--- src/rtl/dsm_pkg.sv ---
package dsm_pkg;
  // Strobes from control to datapath
  typedef struct packed {
    logic load;  // capture the input word this cycle
    logic run;   // advance the modulator this cycle
  } dsmCtl_t;
endpackage

--- src/rtl/dsm_ctrl.sv ---
module dsm_ctrl
  import dsm_pkg::*;
(
  input  logic    clk,
  input  logic    rstN,
  input  logic    inValid,
  output dsmCtl_t ctl
);
  logic armed;

  always_ff @(posedge clk or negedge rstN) begin
    if (!rstN) armed <= 1'b0;
    else if (inValid) armed <= 1'b1;
  end

  always_comb begin
    ctl.load = inValid;
    ctl.run  = armed;
  end
endmodule

--- src/rtl/dsm_datapath.sv ---
module dsm_datapath
  import dsm_pkg::*;
#(
  parameter int INT_W  = 8,
  parameter int FRAC_W = 8
) (
  input  logic                      clk,
  input  logic                      rstN,
  input  dsmCtl_t                   ctl,
  input  logic [INT_W+FRAC_W-1:0]   inWord,
  output logic [INT_W:0]            outWord
);
  localparam int IN_W  = INT_W + FRAC_W;
  localparam int SUM_W = IN_W + 1;

  logic [IN_W-1:0]   heldWord;
  logic [FRAC_W-1:0] errReg;
  logic [INT_W:0]    outReg;
  logic [SUM_W-1:0]  sumWord;

  // held value sign-extended plus non-negative residue
  always_comb begin
    sumWord = {heldWord[IN_W-1], heldWord} + {{(SUM_W-FRAC_W){1'b0}}, errReg};
  end

  always_ff @(posedge clk or negedge rstN) begin
    if (!rstN) begin
      heldWord <= '0;
      errReg   <= '0;
      outReg   <= '0;
    end else begin
      if (ctl.load) heldWord <= inWord;
      if (ctl.run) begin
        outReg <= sumWord[SUM_W-1:FRAC_W];
        errReg <= sumWord[FRAC_W-1:0];
      end
    end
  end

  assign outWord = outReg;
endmodule

--- src/rtl/upsampled_dsm.sv ---
module upsampled_dsm
  import dsm_pkg::*;
#(
  parameter int INT_W  = 8,
  parameter int FRAC_W = 8
) (
  input  logic                    clk,
  input  logic                    rstN,
  input  logic                    inValid,
  input  logic [INT_W+FRAC_W-1:0] inWord,
  output logic [INT_W:0]          outWord
);
  dsmCtl_t ctl;

  dsm_ctrl ctrl_i (
    .clk    (clk),
    .rstN   (rstN),
    .inValid(inValid),
    .ctl    (ctl)
  );

  dsm_datapath #(.INT_W(INT_W), .FRAC_W(FRAC_W)) dp_i (
    .clk    (clk),
    .rstN   (rstN),
    .ctl    (ctl),
    .inWord (inWord),
    .outWord(outWord)
  );
endmodule

--- config.mk ---
export PLATFORM = sky130hd
export DESIGN_NAME = upsampled_dsm
export DESIGN_NICKNAME = d
export VERILOG_FILES = /design/src/rtl/dsm_pkg.sv /design/src/rtl/dsm_ctrl.sv /design/src/rtl/dsm_datapath.sv /design/src/rtl/upsampled_dsm.sv
export SDC_FILE = /design/constraint.sdc
export NUM_CORES = 1
export LEC_CHECK = 0
export ABC_AREA = 1
export BUFFER_PORTS_ARGS = -buffer_cell sky130_fd_sc_hd__buf_2
export CAP_MARGIN = 40
export CORE_MARGIN = 8
export CORE_UTILIZATION = 40
export DETAILED_ROUTE_END_ITERATION = 16
export PLACE_DENSITY = 0.62
export SYNTH_ARGS = -nofsm -noshare
export SYNTH_HDL_FRONTEND = slang
export SYNTH_SLANG_ARGS = --single-unit
--- constraint.sdc ---
create_clock -name clk -period 2.2 [get_ports clk]
set_input_delay 0.44 -clock clk [delete_from_list [all_inputs] [get_ports clk]]
set_output_delay 0.44 -clock clk [all_outputs]
set_load 0.02 [all_outputs]
==> results of run 1 <==
## sequential cells by signal, summed over array words and instances (netlist names)
register / flops
dp_i.heldWord: 16
dp_i.outWord: 9
dp_i.errReg: 8
ctrl_i.armed: 1
## final timing paths
kind                                      start               end  slack (ns)
worst max-delay path             dp_i.errReg[0]   dp_i.outWord[4]        0.38
worst min-delay path                       rstN  dp_i.heldWord[1]        0.22
worst max register to register   dp_i.errReg[0]   dp_i.outWord[4]        0.38
worst min register to register  dp_i.outWord[5]   dp_i.outWord[5]        0.48
max in group asynchronous                  rstN   dp_i.outWord[6]        1.50
min in group clk                      inWord[2]  dp_i.heldWord[2]        0.34
## per-stage QoR
stage | cell area, sq um | power (mW) | std cells | utilization | hold WS (ns)
after detailed placement | 2160 | 1.81 | 364 | 0.458 | 0.464
final | 2270 | 2.34 | 372 | 0.482 | 0.218
after global placement | 2160 | 1.79 | 364 | 0.458 | 0.461
after floorplan | 1970 | 1.58 | 274 | - | 0.144
after CTS | 2270 | 2.36 | 372 | 0.482 | 0.250
after global routing | 2270 | 2.53 | 372 | 0.482 | 0.281
## layout make-up
type,instances,area share
sequential,34,0.374
inverter,31,0.0512
clock buffer,8,0.0484
multi-input combinational,203,0.424
tap,67,0.0369
timing repair buffer,29,0.0660
## cell usage in the layout (no fill, tap or decap)
master | netlist | layout
sky130_fd_sc_hd__a21oi_1 | 2 | 2
sky130_fd_sc_hd__a31oi_1 | 1 | 1
sky130_fd_sc_hd__and2_1 | 2 | 2
sky130_fd_sc_hd__and3_1 | 1 | 1
sky130_fd_sc_hd__buf_2 | 1 | 27
sky130_fd_sc_hd__buf_4 | 1 | 2
sky130_fd_sc_hd__clkbuf_8 | 0 | 8
sky130_fd_sc_hd__clkinv_1 | 1 | 1
sky130_fd_sc_hd__dfrtp_1 | 34 | 34
sky130_fd_sc_hd__fa_1 | 1 | 1
sky130_fd_sc_hd__ha_1 | 8 | 8
sky130_fd_sc_hd__inv_1 | 28 | 28
sky130_fd_sc_hd__inv_2 | 2 | 2
sky130_fd_sc_hd__nand2_1 | 121 | 121
sky130_fd_sc_hd__nand2_2 | 5 | 5
sky130_fd_sc_hd__nand3_1 | 27 | 27
sky130_fd_sc_hd__nand3_2 | 1 | 1
sky130_fd_sc_hd__nand3b_1 | 1 | 1
sky130_fd_sc_hd__nand4_1 | 4 | 4
sky130_fd_sc_hd__nor2_1 | 11 | 11
sky130_fd_sc_hd__nor2_2 | 3 | 3
sky130_fd_sc_hd__o21ai_0 | 10 | 10
sky130_fd_sc_hd__o21ai_1 | 1 | 1
sky130_fd_sc_hd__or2_1 | 2 | 2
sky130_fd_sc_hd__xnor2_1 | 1 | 1
sky130_fd_sc_hd__xor2_1 | 1 | 1
## cells by family (layout without fill, tap and decap cells)
| kind of cell | Yosys count | after routing | share of synthesized area |
|---|---|---|---|
| compound gates | 14 | 14 | 0.0363 |
| xor+xnor | 2 | 2 | 0.00891 |
| fa+ha+maj | 9 | 9 | 0.0611 |
| buf+inv | 37 | 68 | 0.0776 |
| flops | 34 | 34 | 0.433 |
| simple gates | 178 | 178 | 0.384 |
## where the power goes
| part | switching [mW] | internal [mW] | leakage [nW] |
|---|---|---|---|
| clock | 0.227 | 0.316 | 0.0575 |
| sequential | 0.0896 | 0.764 | 0.404 |
| combinational | 0.594 | 0.351 | 0.797 |
| total | 0.911 | 1.43 | 1.26 |
## metal layers
layer | vias up | global-route usage
li1 | 908 | -
met1 | 771 | 0.168
met2 | 36 | 0.193
met3 | 6 | 0.0315
met4 | 0 | 0.0621
met5 | - | 0
## synth_stat cells, drive strengths merged
cell,n
clkinv,1
clkbuf,3
a21oi,2
and3,1
dfrtp,34
nand2,126
nor2,14
and2,2
xnor2,1
ha,8
nand4,4
o21ai,11
inv,30
buf,3
xor2,1
nand3,28
or2,2
a31oi,1
fa,1
nand3b,1
==> metrics.txt, run 1 <==
setup repair after global routing missed its margin=no; Area contributors post-synth=sky130_fd_sc_hd__dfrtp_1, sky130_fd_sc_hd__nand2_1, sky130_fd_sc_hd__nand3_1, sky130_fd_sc_hd__inv_1, sky130_fd_sc_hd__ha_1; pin count of the biggest net entering global routing=35; critical path depth=10; drt pass-1 iters=4; final WL=4450 um; number of violations reported at the end of detailed-routing iteration 0=109; cell type of the slowest stage on the worst timing path=sky130_fd_sc_hd__fa_1; amount of wire on met3 after detailed routing=228 um; die height=86.1 um; fin worst setup slack=0.384 ns; share of layout cells above drive strength 1=0.157; number of violations of the max-capacitance limit=0; Crit path arrival time=2.00 ns; hold crit path type=in -> async; CP Capture Type=flip-flop; Synthesized Nets=302; Remaining DRCs=0; post-synthesis register bit count=34; period utilization=0.825; maximum net fanout on the critical path=4; Root Buffer=sky130_fd_sc_hd__clkbuf_8; transition time at the pin with the least slew margin=0.764 ns; area grow syn2layout=15.6%; count of unique library cells instantiated by Yosys=28; post-layout minimum cycle time=1.82 ns; grt ovf=0; first-pass GRT wire length=7500 um; DR vias=1721; Die X=86.1 um; register area=851 sq um; result of the run=complete, no violations; detailed-routing wirelength on met1=2240 um; Clk Latency, worst-skew pair=0.29 ns; Worst VDD drop=0.377 mV; worst setup path class=reg -> reg; remaining antenna violation count after routing=0; routed length per instance=12.0 um; post-cts hold buffer count=0; fill cell instance count of the final layout=497; num ports=28; maximum clock rate=551 MHz; half-perimeter wire length after detailed placement=3290 um; number of warnings printed during yosys synthesis=0; number of global-route vias before repair=1577; slowest cell delay on critical path=0.44 ns; mean instance size in the synthesized netlist=7.18 sq um; register area share after synthesis=0.433; number of antenna diodes=0; Core Area=0.00472 sq mm; cell type with the largest total area after synthesis=sky130_fd_sc_hd__dfrtp_1; CP Cell Sequence=ha_1 -> fa_1 -> nand2_1 -> nand3_1 -> nand3_1 -> nand2_2 -> nand2_2 -> nand2_1 -> nand3_1 -> nand2_1; count of final setup violators=0; worst setup timing slack at the placement stage=0.399 ns; post-detailed-route via-to-cell ratio=4.63; Final Hold Viols=0; total clock buffers created by CTS=5; Global Route Usage Sum=0.129; Leak=1.26 nW; total area of multi-input combinational cells=963 sq um; pins over their slew limit=0; Total Neg Setup Slack=0 ns; detailed-routed wire length on met2=1910 um; overall die area=0.00742 sq mm; power density of the placed cells=1030 mW/mm^2; Worst Reg2Reg Path Length in Cells=10; CTS tree=yes; number of cell rows=25; WP buf/inv=0; Post-CTS Resized=0; initial core utilization=0.416; H-tree lvl count=2; post-CTS setup buffers=0; cell family with the largest share of critical-path delay=adder cells; final RePlAce weighted congestion=0.884; top-area cell type share of the netlist area=0.433; # clock sinks=34; Slew headroom=0.491; post-synthesis cell count=274; summed instance area of the synthesized netlist=0.00197 sq mm; top routing layer used=met4; required time at the worst-slack endpoint=2.38 ns; clock tree buffer depth=2; antenna violations before repair=0; CTS clk-pin slew, worst paths=0.07 ns; count of buffers inserted at the top-level ports=27; setup skew after layout=0.00525 ns; # nets final=332; critical path launch point type=flip-flop
Note: power is estimated with default switching activity, not from simulation.
==> run 2, diff against run 1 <==
--- a/config.mk
+++ b/config.mk
@@ -11,7 +11,7 @@
 export CORE_MARGIN = 8
 export CORE_UTILIZATION = 40
 export DETAILED_ROUTE_END_ITERATION = 16
-export PLACE_DENSITY = 0.62
+export PLACE_DENSITY = 0.64
 export SYNTH_ARGS = -nofsm -noshare
 export SYNTH_HDL_FRONTEND = slang
 export SYNTH_SLANG_ARGS = --single-unit
==> constraint.sdc (replaced) <==
create_clock -name clk -period 1.6 [get_ports clk]
set_input_delay 0.32 -clock clk [delete_from_list [all_inputs] [get_ports clk]]
set_output_delay 0.32 -clock clk [all_outputs]
set_load 0.02 [all_outputs]
==> metrics.txt, run 2 (synthesis gave the netlist of run 1 again) <==
overall die area=0.00742 sq mm (unchanged); Slew headroom=0.672 (+0.181); post-detailed-route via-to-cell ratio=4.72 (+2.1%); final design instance area without fill=0.00248 sq mm (+8.9%); critical path launch point type=flip-flop; Worst Hold End=dp_i.heldWord[1]; number of violations of the max-capacitance limit=0 (unchanged); post-layout minimum cycle time=1.62 ns (-0.192 ns); worst flop-to-flop path startpoint=dp_i.errReg[0]; CTS clk-pin slew, worst paths=0.07 ns (about the same); num ports=28 (unchanged); clock tree buffer depth=2 (unchanged); share of layout cells above drive strength 1=0.249 (+0.0918); number of cell rows=25 (unchanged); antenna violations before repair=0 (unchanged); largest register by flop count=dp_i.heldWord; transition time at the pin with the least slew margin=0.491 ns (-0.273 ns); routed length per instance=12.2 um (+2.4%); final RePlAce weighted congestion=0.905 (+2.3%); count of final setup violators=2 (+2); commonest non-fill, non-tap cell in the layout=sky130_fd_sc_hd__nand2_1; Worst Reg2Reg Path Length in Cells=7 (-3); Die X=86.1 um (unchanged); remaining antenna violation count after routing=0 (unchanged); Clk Latency, worst-skew pair=0.28 ns (about the same); hold crit path type=in -> reg; Worst VDD drop=0.792 mV (+110%); number of violations reported at the end of detailed-routing iteration 0=89 (-18%); die height=86.1 um (unchanged); fill cell instance count of the final layout=470 (-5.4%); CP Capture Type=flip-flop; CTS tree=yes; area grow syn2layout=26.0%; Final Hold Viols=0 (unchanged); Leak=1.32 nW (+4.8%); initial core utilization=0.416 (unchanged); drt pass-1 iters=5 (+1); Critical Path Source=dp_i.errReg[0]; count of buffers inserted at the top-level ports=27 (unchanged); pins over their slew limit=0 (unchanged); required time at the worst-slack endpoint=1.75 ns (-0.63 ns); setup repair after global routing missed its margin=yes; setup skew after layout=0.00304 ns (-0.00221 ns); number of flip-flops in the largest register=16 (unchanged); Global Route Usage Sum=0.139 (+0.0101); flop-to-flop setup slack=-0.02 ns (-0.41 ns); Total Neg Setup Slack=-0.0460 ns (-0.0460 ns); post-detailed-placement cell area=0.00221 sq mm (+2.1%); number of non-filler instances in the completed layout=380 (+2.2%); power density of the placed cells=1420 mW/mm^2 (+38%); grt ovf=0 (unchanged); hold slack=0.233 ns (+0.0151 ns); Hold Crit Depth=3; maximum net fanout on the critical path=4 (unchanged); worst setup path class=reg -> reg; DR vias=1795 (+4.3%); half-perimeter wire length after detailed placement=3510 um (+6.5%); violated checks=negative setup slack; leading cell types in the layout, fill and taps excluded=sky130_fd_sc_hd__nand2_1, sky130_fd_sc_hd__dfrtp_1, sky130_fd_sc_hd__inv_1; result of the run=finished, violations left; number of global-route vias before repair=1757 (+11%); H-tree lvl count=2 (unchanged); Core Area=0.00472 sq mm (unchanged); first-pass GRT wire length=8140 um (+8.6%); Reg-to-Reg End=dp_i.errReg[4]; number of antenna diodes=0 (unchanged); worst hold start=inWord[1]; Root Buffer=sky130_fd_sc_hd__clkbuf_8; final WL=4650 um (+4.6%); # nets final=340 (+2.4%); maximum clock rate=616 MHz (+12%); fin worst setup slack=-0.0240 ns (-0.408 ns); # clock sinks=34 (unchanged); Crit path arrival time=1.78 ns (-0.22 ns); Remaining DRCs=0 (unchanged); pin count of the biggest net entering global routing=24 (-31%); total clock buffers created by CTS=5 (unchanged); DP Cell Count=368 (+1.1%); end-of-flow core utilization=0.525 (+0.0429); period utilization=1.01 (+0.190)
==> run 2: report_power, final <==
| part | total (mW) | internal [mW] | switching [mW] |
|---|---|---|---|
| registers | 1.22 | 1.05 | 0.173 |
| logic | 1.64 | 0.722 | 0.922 |
| clock network | 0.655 | 0.347 | 0.307 |
| total | 3.52 | 2.12 | 1.40 |
==> run 2: how the worst max path moves through the flow <==
stage          depth (start not counted)  slack, ns               to
3_5_place_dp                          10      -0.10  dp_i.outWord[4]
6_report                               7      -0.02   dp_i.errReg[4]
2_1_floorplan                         10      0.004  dp_i.outWord[4]
5_1_grt                               10      -0.12  dp_i.outWord[4]
4_1_cts                                7      -0.03   dp_i.errReg[4]
3_3_place_gp                          10      -0.06  dp_i.outWord[4]
==> run 2: layout make-up <==
type	count	area, sq um	area share
timing repair buffer	37	225	0.0909
multi-input combinational	203	1110	0.448
sequential	34	851	0.343
inverter	31	116	0.0470
clock inverter	1	5.00	0.00202
tap	67	83.8	0.0338
clock buffer	7	86.3	0.0348
==> run 2: worst max-delay path, cell delays in order (launching register included) <==
cell                      delay, ns
sky130_fd_sc_hd__dfrtp_1       0.38
sky130_fd_sc_hd__ha_2          0.20
sky130_fd_sc_hd__fa_2          0.38
sky130_fd_sc_hd__nand2_2       0.11
sky130_fd_sc_hd__nand3_2       0.08
sky130_fd_sc_hd__and2_4        0.15
sky130_fd_sc_hd__xnor2_2       0.13
sky130_fd_sc_hd__o21ai_1       0.07
==> run 2: timing repair <==
item | 4_1_cts | 5_1_grt
buffers inserted | 2 | 1
hold endpoints to repair | 15 | 0
hold buffers | 1 | 0
pin swaps | 3 | 9
setup endpoints to repair | 8 | 13
gates resized for setup | 7 | 20
==> run 2: layer usage <==
layer / vias up / wire length (um) / track usage
li1: 928 / - / -
met1: 827 / 2260 / 0.183
met2: 35 / 2120 / 0.213
met3: 5 / 218 / 0.0325
met4: 0 / 59 / 0.0525
met5: - / 0 / 0
==> run 2: per-stage QoR <==
step / setup slack, ns / power [mW]
3_5_place_dp: -0.104 / 2.55
5_1_grt: -0.118 / 3.82
4_1_cts: -0.0303 / 3.31
6_report: -0.0240 / 3.52
2_1_floorplan: 0.00404 / 2.17
3_3_place_gp: -0.0593 / 2.50
